===== src/rtl/vm_pkg.sv =====
package vm_pkg;
  localparam int MAX_VEC = 32;
  localparam int VW      = 5;
  localparam int AW      = 12;
  localparam logic [1:0] SZ_WORD = 2'b10;

  typedef enum logic [1:0] {
    FLD_LO   = 2'd0,
    FLD_HI   = 2'd1,
    FLD_DATA = 2'd2,
    FLD_CTRL = 2'd3
  } fld_e;
endpackage


===== src/rtl/vm_table.sv =====
module vm_table
  import vm_pkg::*;
#(
  parameter int NUM_VEC = 8
) (
  input  logic               clk,
  input  logic               rst_n,
  input  logic               bus_req,
  input  logic               bus_we,
  input  logic [AW-1:2]      bus_addr,
  input  logic [1:0]         bus_size,
  input  logic [31:0]        bus_wdata,
  input  logic [MAX_VEC-1:0] pend_i,
  input  logic [VW-1:0]      lk_vec,
  output logic [MAX_VEC-1:0] mask_o,
  output logic [63:0]        lk_addr,
  output logic [31:0]        lk_data,
  output logic [31:0]        bus_rdata,
  output logic               bus_err
);
  logic [31:0] lo_q [NUM_VEC];
  logic [31:0] lo_d [NUM_VEC];
  logic [31:0] hi_q [NUM_VEC];
  logic [31:0] hi_d [NUM_VEC];
  logic [31:0] dat_q[NUM_VEC];
  logic [31:0] dat_d[NUM_VEC];
  logic [NUM_VEC-1:0] mask_q, mask_d;
  logic [31:0] rdata_q, rd_val;
  logic        err_q, err_d;

  logic       word_ok, in_pend, wr_en, rd_en;
  logic [6:0] tvec;
  fld_e       fld;

  assign word_ok = (bus_size == SZ_WORD);
  assign in_pend = bus_addr[11];
  assign tvec    = bus_addr[10:4];
  assign fld     = fld_e'(bus_addr[3:2]);
  assign wr_en   = bus_req && bus_we && word_ok && !in_pend;
  assign rd_en   = bus_req && !bus_we;
  assign err_d   = bus_req && bus_we && !word_ok;

  // Table write next-state
  always_comb begin
    mask_d = mask_q;
    for (int i = 0; i < NUM_VEC; i++) begin
      lo_d[i]  = lo_q[i];
      hi_d[i]  = hi_q[i];
      dat_d[i] = dat_q[i];
      if (wr_en && tvec == 7'(i)) begin
        case (fld)
          FLD_LO:   lo_d[i]   = bus_wdata;
          FLD_HI:   hi_d[i]   = bus_wdata;
          FLD_DATA: dat_d[i]  = bus_wdata;
          FLD_CTRL: mask_d[i] = bus_wdata[0];
          default:  ;
        endcase
      end
    end
  end

  // Read mux
  always_comb begin
    rd_val = '0;
    if (word_ok) begin
      if (in_pend) begin
        if (bus_addr[10:2] == '0) rd_val = 32'(pend_i);
      end else begin
        for (int i = 0; i < NUM_VEC; i++) begin
          if (tvec == 7'(i)) begin
            case (fld)
              FLD_LO:   rd_val = lo_q[i];
              FLD_HI:   rd_val = hi_q[i];
              FLD_DATA: rd_val = dat_q[i];
              FLD_CTRL: rd_val = {31'b0, mask_q[i]};
              default:  ;
            endcase
          end
        end
      end
    end
  end

  // Message lookup for the issuing vector
  always_comb begin
    lk_addr = '0;
    lk_data = '0;
    for (int i = 0; i < NUM_VEC; i++) begin
      if (lk_vec == VW'(i)) begin
        lk_addr = {hi_q[i], lo_q[i]};
        lk_data = dat_q[i];
      end
    end
  end

  for (genvar g = 0; g < MAX_VEC; g++) begin : g_mask
    if (g < NUM_VEC) begin : g_cfg
      assign mask_o[g] = mask_q[g];
    end else begin : g_absent
      assign mask_o[g] = 1'b1;
    end
  end

  always_ff @(posedge clk or negedge rst_n) begin
    if (!rst_n) begin
      for (int i = 0; i < NUM_VEC; i++) begin
        lo_q[i]  <= '0;
        hi_q[i]  <= '0;
        dat_q[i] <= '0;
      end
      mask_q <= '1;
    end else if (wr_en) begin
      for (int i = 0; i < NUM_VEC; i++) begin
        lo_q[i]  <= lo_d[i];
        hi_q[i]  <= hi_d[i];
        dat_q[i] <= dat_d[i];
      end
      mask_q <= mask_d;
    end
  end

  always_ff @(posedge clk or negedge rst_n) begin
    if (!rst_n) begin
      rdata_q <= '0;
    end else if (rd_en) begin
      rdata_q <= rd_val;
    end
  end

  always_ff @(posedge clk or negedge rst_n) begin
    if (!rst_n) err_q <= 1'b0;
    else        err_q <= err_d;
  end

  assign bus_rdata = rdata_q;
  assign bus_err   = err_q;

  // a rejected sub-word write leaves the mask bits untouched
  a_r3_subword_dropped: assert property (@(posedge clk) disable iff (!rst_n)
    (bus_req && bus_we && bus_size != SZ_WORD) |=> $stable(mask_q));
  // writes into the pending region leave the mask bits untouched
  a_r4_pend_region_ro: assert property (@(posedge clk) disable iff (!rst_n)
    (bus_req && bus_we && bus_addr[11]) |=> $stable(mask_q));
endmodule


===== src/rtl/vm_usecnt.sv =====
module vm_usecnt
  import vm_pkg::*;
#(
  parameter int NUM_VEC = 8,
  parameter int CNT_W   = 4
) (
  input  logic               clk,
  input  logic               rst_n,
  input  logic               use_inc,
  input  logic               use_dec,
  input  logic [VW-1:0]      use_vec,
  output logic [MAX_VEC-1:0] used_o,
  output logic [MAX_VEC-1:0] clr_o,
  output logic               use_err
);
  localparam logic [CNT_W-1:0] CNT_MAX = '1;

  logic [CNT_W-1:0] cnt_q[NUM_VEC];
  logic [CNT_W-1:0] cnt_d[NUM_VEC];
  logic             err_q, err_d;
  logic             cnt_en;

  assign cnt_en = use_inc || use_dec;
  assign err_d  = use_inc && (32'(use_vec) >= NUM_VEC);

  always_comb begin
    clr_o = '0;
    for (int i = 0; i < NUM_VEC; i++) begin
      cnt_d[i] = cnt_q[i];
      if (use_vec == VW'(i)) begin
        if (use_inc) begin
          if (cnt_q[i] != CNT_MAX) cnt_d[i] = cnt_q[i] + 1'b1;
        end else if (use_dec && cnt_q[i] != '0) begin
          cnt_d[i] = cnt_q[i] - 1'b1;
          if (cnt_q[i] == CNT_W'(1)) clr_o[i] = 1'b1;
        end
      end
    end
  end

  for (genvar g = 0; g < MAX_VEC; g++) begin : g_used
    if (g < NUM_VEC) begin : g_cfg
      assign used_o[g] = (cnt_q[g] != '0);

      // a full counter never wraps to zero
      a_r10_no_wrap: assert property (@(posedge clk) disable iff (!rst_n)
        (cnt_q[g] == CNT_MAX) |=> (cnt_q[g] != '0));
    end else begin : g_absent
      assign used_o[g] = 1'b0;
    end
  end

  always_ff @(posedge clk or negedge rst_n) begin
    if (!rst_n) begin
      for (int i = 0; i < NUM_VEC; i++) cnt_q[i] <= '0;
    end else if (cnt_en) begin
      for (int i = 0; i < NUM_VEC; i++) cnt_q[i] <= cnt_d[i];
    end
  end

  always_ff @(posedge clk or negedge rst_n) begin
    if (!rst_n) err_q <= 1'b0;
    else        err_q <= err_d;
  end

  assign use_err = err_q;
endmodule


===== src/rtl/vm_pend.sv =====
module vm_pend
  import vm_pkg::*;
#(
  parameter int NUM_VEC = 8
) (
  input  logic               clk,
  input  logic               rst_n,
  input  logic               irq_req,
  input  logic [VW-1:0]      irq_vec,
  input  logic [MAX_VEC-1:0] mask_i,
  input  logic [MAX_VEC-1:0] used_i,
  input  logic [MAX_VEC-1:0] clr_i,
  input  logic               msg_ready,
  input  logic [63:0]        lk_addr,
  input  logic [31:0]        lk_data,
  output logic [VW-1:0]      lk_vec,
  output logic [MAX_VEC-1:0] pend_o,
  output logic               msg_valid,
  output logic [63:0]        msg_addr,
  output logic [31:0]        msg_data
);
  logic [MAX_VEC-1:0] pend_q, pend_d, ready_set;
  logic               valid_q, valid_d;
  logic [63:0]        addr_q;
  logic [31:0]        data_q;
  logic               slot_free, rep_any, irq_ok, irq_unm, fire;
  logic [VW-1:0]      rep_idx;

  assign slot_free = !valid_q || msg_ready;
  assign ready_set = pend_q & ~mask_i;
  assign rep_any   = |ready_set;
  assign irq_ok    = irq_req && (32'(irq_vec) < NUM_VEC) && used_i[irq_vec];
  assign irq_unm   = !mask_i[irq_vec];
  assign fire      = slot_free && (rep_any || (irq_ok && irq_unm));
  assign lk_vec    = rep_any ? rep_idx : irq_vec;
  assign valid_d   = fire;

  // Lowest pending unmasked vector wins
  always_comb begin
    rep_idx = '0;
    for (int i = MAX_VEC - 1; i >= 0; i--) begin
      if (ready_set[i]) rep_idx = VW'(i);
    end
  end

  always_comb begin
    pend_d = pend_q;
    if (slot_free && rep_any) pend_d[rep_idx] = 1'b0;
    if (irq_ok && (!irq_unm || !slot_free || rep_any)) pend_d[irq_vec] = 1'b1;
    pend_d = pend_d & ~clr_i;
  end

  always_ff @(posedge clk or negedge rst_n) begin
    if (!rst_n) pend_q <= '0;
    else        pend_q <= pend_d;
  end

  always_ff @(posedge clk or negedge rst_n) begin
    if (!rst_n) begin
      valid_q <= 1'b0;
    end else if (slot_free) begin
      valid_q <= valid_d;
    end
  end

  always_ff @(posedge clk or negedge rst_n) begin
    if (!rst_n) begin
      addr_q <= '0;
      data_q <= '0;
    end else if (fire) begin
      addr_q <= lk_addr;
      data_q <= lk_data;
    end
  end

  assign pend_o    = pend_q;
  assign msg_valid = valid_q;
  assign msg_addr  = addr_q;
  assign msg_data  = data_q;

  // a waiting message holds its content until taken
  a_r7_hold_msg: assert property (@(posedge clk) disable iff (!rst_n)
    (msg_valid && !msg_ready) |=> (msg_valid && $stable(msg_addr) && $stable(msg_data)));
  // a rejected request on an idle output yields no message
  a_r5_ignored_no_msg: assert property (@(posedge clk) disable iff (!rst_n)
    (irq_req && !irq_ok && !msg_valid && !rep_any) |=> !msg_valid);
  // a masked request on an idle output yields no message
  a_r6_masked_no_msg: assert property (@(posedge clk) disable iff (!rst_n)
    (irq_ok && mask_i[irq_vec] && !msg_valid && !rep_any) |=> !msg_valid);
  // a count reaching zero leaves no pending bit behind
  a_r11_clr_pending: assert property (@(posedge clk) disable iff (!rst_n)
    (|clr_i) |=> ((pend_q & $past(clr_i)) == '0));
endmodule


===== src/rtl/vecmsg_ctrl.sv =====
module vecmsg_ctrl #(
  parameter int NUM_VEC = 8,
  parameter int CNT_W   = 4
) (
  input  logic        clk,
  input  logic        arst_n,
  input  logic        bus_req,
  input  logic        bus_we,
  input  logic [11:0] bus_addr,
  input  logic [1:0]  bus_size,
  input  logic [31:0] bus_wdata,
  output logic [31:0] bus_rdata,
  output logic        bus_err,
  input  logic        irq_req,
  input  logic [4:0]  irq_vec,
  input  logic        use_inc,
  input  logic        use_dec,
  input  logic [4:0]  use_vec,
  output logic        use_err,
  output logic        msg_valid,
  input  logic        msg_ready,
  output logic [63:0] msg_addr,
  output logic [31:0] msg_data
);
  import vm_pkg::*;

  logic [1:0]         rst_sync;
  logic               rst_n;
  logic [MAX_VEC-1:0] mask_w, used_w, clr_w, pend_w;
  logic [VW-1:0]      lk_vec;
  logic [63:0]        lk_addr;
  logic [31:0]        lk_data;

  always_ff @(posedge clk or negedge arst_n) begin
    if (!arst_n) rst_sync <= 2'b00;
    else         rst_sync <= {rst_sync[0], 1'b1};
  end
  assign rst_n = rst_sync[1];

  vm_table #(.NUM_VEC(NUM_VEC)) table_i (
    .clk      (clk),
    .rst_n    (rst_n),
    .bus_req  (bus_req),
    .bus_we   (bus_we),
    .bus_addr (bus_addr[11:2]),
    .bus_size (bus_size),
    .bus_wdata(bus_wdata),
    .pend_i   (pend_w),
    .lk_vec   (lk_vec),
    .mask_o   (mask_w),
    .lk_addr  (lk_addr),
    .lk_data  (lk_data),
    .bus_rdata(bus_rdata),
    .bus_err  (bus_err)
  );

  vm_usecnt #(.NUM_VEC(NUM_VEC), .CNT_W(CNT_W)) usecnt_i (
    .clk    (clk),
    .rst_n  (rst_n),
    .use_inc(use_inc),
    .use_dec(use_dec),
    .use_vec(use_vec),
    .used_o (used_w),
    .clr_o  (clr_w),
    .use_err(use_err)
  );

  vm_pend #(.NUM_VEC(NUM_VEC)) pend_i (
    .clk      (clk),
    .rst_n    (rst_n),
    .irq_req  (irq_req),
    .irq_vec  (irq_vec),
    .mask_i   (mask_w),
    .used_i   (used_w),
    .clr_i    (clr_w),
    .msg_ready(msg_ready),
    .lk_addr  (lk_addr),
    .lk_data  (lk_data),
    .lk_vec   (lk_vec),
    .pend_o   (pend_w),
    .msg_valid(msg_valid),
    .msg_addr (msg_addr),
    .msg_data (msg_data)
  );
endmodule


===== config.mk =====
export PLATFORM = sky130hd
export DESIGN_NAME = vecmsg_ctrl
export DESIGN_NICKNAME = d
export VERILOG_FILES = /design/src/rtl/vm_pkg.sv /design/src/rtl/vm_table.sv /design/src/rtl/vm_usecnt.sv /design/src/rtl/vm_pend.sv /design/src/rtl/vecmsg_ctrl.sv
export SDC_FILE = /design/constraint.sdc
export NUM_CORES = 2
export LEC_CHECK = 0
export CAP_MARGIN = 30
export CORE_MARGIN = 2
export CORE_UTILIZATION = 49
export DETAILED_ROUTE_END_ITERATION = 8
export DONT_BUFFER_PORTS = 1
export MAX_ROUTING_LAYER = met4
export SKIP_CTS_REPAIR_TIMING = 1
export SYNTH_ARGS = -nofsm -noshare
export SYNTH_HDL_FRONTEND = slang
export SYNTH_SLANG_ARGS = --single-unit

===== constraint.sdc =====
create_clock -name clk -period 37.4 [get_ports clk]
set_clock_uncertainty 0.2 [all_clocks]
set_input_delay 11.22 -clock clk [delete_from_list [all_inputs] [get_ports clk]]
set_output_delay 11.22 -clock clk [all_outputs]
set_load 0.03 [all_outputs]

==> metrics.cfg <==
[setup_path]
crit_path_cell_trace = nor3_1 > inv_1 > o41ai_4 > buf_4 > buf_4 > a222oi_1 > nand3_1 > nand2_1 > o21ai_0
cp.required_ps = 37790
critical_path_arrival_ps = 15300
crit_top_cell = buf_4
worst_r2r_path_depth = 9
cp-end-kind = flip-flop
timing.reg2reg.setup_slack_ps = 32950
cpPeakStageDelay_ps = 940
crit_path_start = irq_vec[2]
start_kind = input pin
critical_path_class = input pin to flip-flop
crit_slowest_cell = buf_4
cp_max_fo = 71
reg2reg_from = table_i.mask_q[4]$_DFFE_PN1P_
crit_end = pend_i.msg_addr[14]$_DFFE_PN0P_
r2r_end = pend_i.msg_addr[14]$_DFFE_PN0P_

[timing]
setup_violations = 0
max_freq_mhz = 67.1
fin_crit_sh_pct = 39.9
maxSlewHeadroom_pct = 27.9
worst_pin_slew_ps = 1080
drv_slew = 0
rsz0062_at_grt = no
fin_crit_ps = 14910
setup_tns_ps = 0
hold_viol = 0

[layout]
drive_above_1_share_pct = 27.2
finish.instance_area_um2 = 53600
area_growth_pct = 8.73
nets = 4276
filler_cell_count = 8814

[routing]
via_count = 38000
wire_per_inst_um = 30.6
drc = 0
vias_per_cell = 6.81
ant_nets = 0
first_pass_iters = 8
wirelength_mm = 171
drtIter0Drc = 4673

[pwr]
p_per_area_nw_per_um2 = 60.9
peakVddDrop_mv = 0.0583
p_leak_uw = 0.0251

[grt]
grt_max_degree = 234
grt_first_pass_wirelength_mm = 252
track_usage_pct = 33.6
antenna_found_initial = 2
grt_overflow = 0
grt_pass1_vias = 37400

[clock_tree]
clk_pin_slew_ps = 60
tritoncts = done
clock_tree.root_cell = clkbuf_16
cts_max_level = 3
cts_buffers = 106
max-clock-path-buffers = 3
clk_latency_ps = 700
cts_sinks = 973

[floorplan]
row_count = 116
start_util_pct = 49.3
ios = 195
coreArea_um2 = 100000
die_area_um2 = 103000
die_h_um = 321
die_x_um = 321

[place]
hpwl_mm = 96.0
placed_area_um2 = 49900
port_buffers = 0
place_congestion = 0.866

[min_path]
hold_path_class = flip-flop to flip-flop
whs_path_depth = 0

[job]
maxCapViolations = 0

[synthesis]
synthesis.area_um2 = 49300
ys_warn_count = 0
ys_seq_area_share_pct = 49.4
syn_nets = 4536
synthTopCellsByCount = dfrtp_1, mux2_2, nand2_1, o21ai_0, clkbuf_1
synth.avg_cell_area_um2 = 11.1
ys.flop_type = dfrtp_1
synth.most_common_cell = dfrtp_1
synth-edff-count = 0
netlist.area_leader.share_pct = 49.0
async_reset_ff_share_pct = 100
synth_area_leaders = dfrtp_1, mux2_2, mux2i_1
netlist_instances = 4448
synth_area_leader_cell = dfrtp_1
ys_seq_elements = 973
yosysUniqueCellTypes = 73

[outcome]
outcome = completed

logic make-up (layout without fill, tap and decap cells):
family,Yosys count,count (layout),share of synthesized area (%)
AOI/OAI and AO/OA,1130,1130,15.3
muxes,1028,1028,23.3
DFF,973,973,49.4
and+or+nand+nor,790,790,6.90
buffers and inverters,474,303,4.03
xor gates and xnor gates,28,28,0.497
adders and majority gates,24,24,0.609
other,1,4,0.00760
critical path: cells and delay by family:
kind / cells / cell delay, ps
buf+inv: 3 / 1990
simple gates: 3 / 1110
compound gates: 3 / 890
state kept, by name, indices dropped and copies added, names as in the netlist, 2 cells and up:
register and cells:
pend_i.msg_addr 64, pend_i.msg_data 32, pend_i.pend_o 32, rst_sync 2, table_i.bus_rdata 32, table_i.dat_q 256
table_i.hi_q 256, table_i.lo_q 256, table_i.mask_q 8, usecnt_i.cnt_q 32
power by group:
group / switching, µW / internal (µW)
registers: 139 / 1120
clock network: 454 / 644
logic: 661 / 248
total: 1250 / 2010
metal layers:
layer	share of wire [%]	global-route usage, %
met3	9.3	7.51
met2	44	49.3
met1	42	45.6
met5	0	-
met4	4.1	13.0
how the worst min path moves through the flow:
stage	from	end	slack, ps
2_1_floorplan	rst_sync[0]$_DFF_PN0_	rst_sync[1]$_DFF_PN0_	130
3_3_place_gp	rst_sync[0]$_DFF_PN0_	rst_sync[1]$_DFF_PN0_	130
3_5_place_dp	rst_sync[0]$_DFF_PN0_	rst_sync[1]$_DFF_PN0_	140
4_1_cts	rst_sync[0]$_DFF_PN0_	rst_sync[1]$_DFF_PN0_	150
5_1_grt	rst_sync[0]$_DFF_PN0_	rst_sync[1]$_DFF_PN0_	160
6_report	rst_sync[0]$_DFF_PN0_	rst_sync[1]$_DFF_PN0_	150
layout by cell type (no fill, tap or decap), drive strengths merged, types with 106 or more instances in the layout:
cell    instances
nand2         445
mux2i         182
a221oi        154
clkbuf        155
mux2          833
nor2          144
nand3         106
a21oi         210
dfrtp         965
o21ai         344
layout make-up:
type,count,area (µm²),area share (%)
inverter,21,78.8,0.147
clock buffer,155,3070,5.72
clock inverter,42,537,1.00
antenna,3,7.51,0.0140
tap,1298,1620,3.03
multi-input combinational,3001,23200,43.2
sequential,973,24400,45.4
timing repair buffer,85,781,1.46
stage by stage:
stage                     hold WS, ps  utilization (%)  worst slack [ps]  power [µW]  cells
after floorplan                   131                -              8080        1840   4448
after global placement            135             49.8             21980        2160   5371
after detailed placement          137             49.9             21970        2170   5372
after CTS                         151             53.5             22680        3260   5569
after global routing              160             53.6             22480        3410   5575
final                             153             53.6             22490        3260   5578
(Power assumes the default switching activity.)
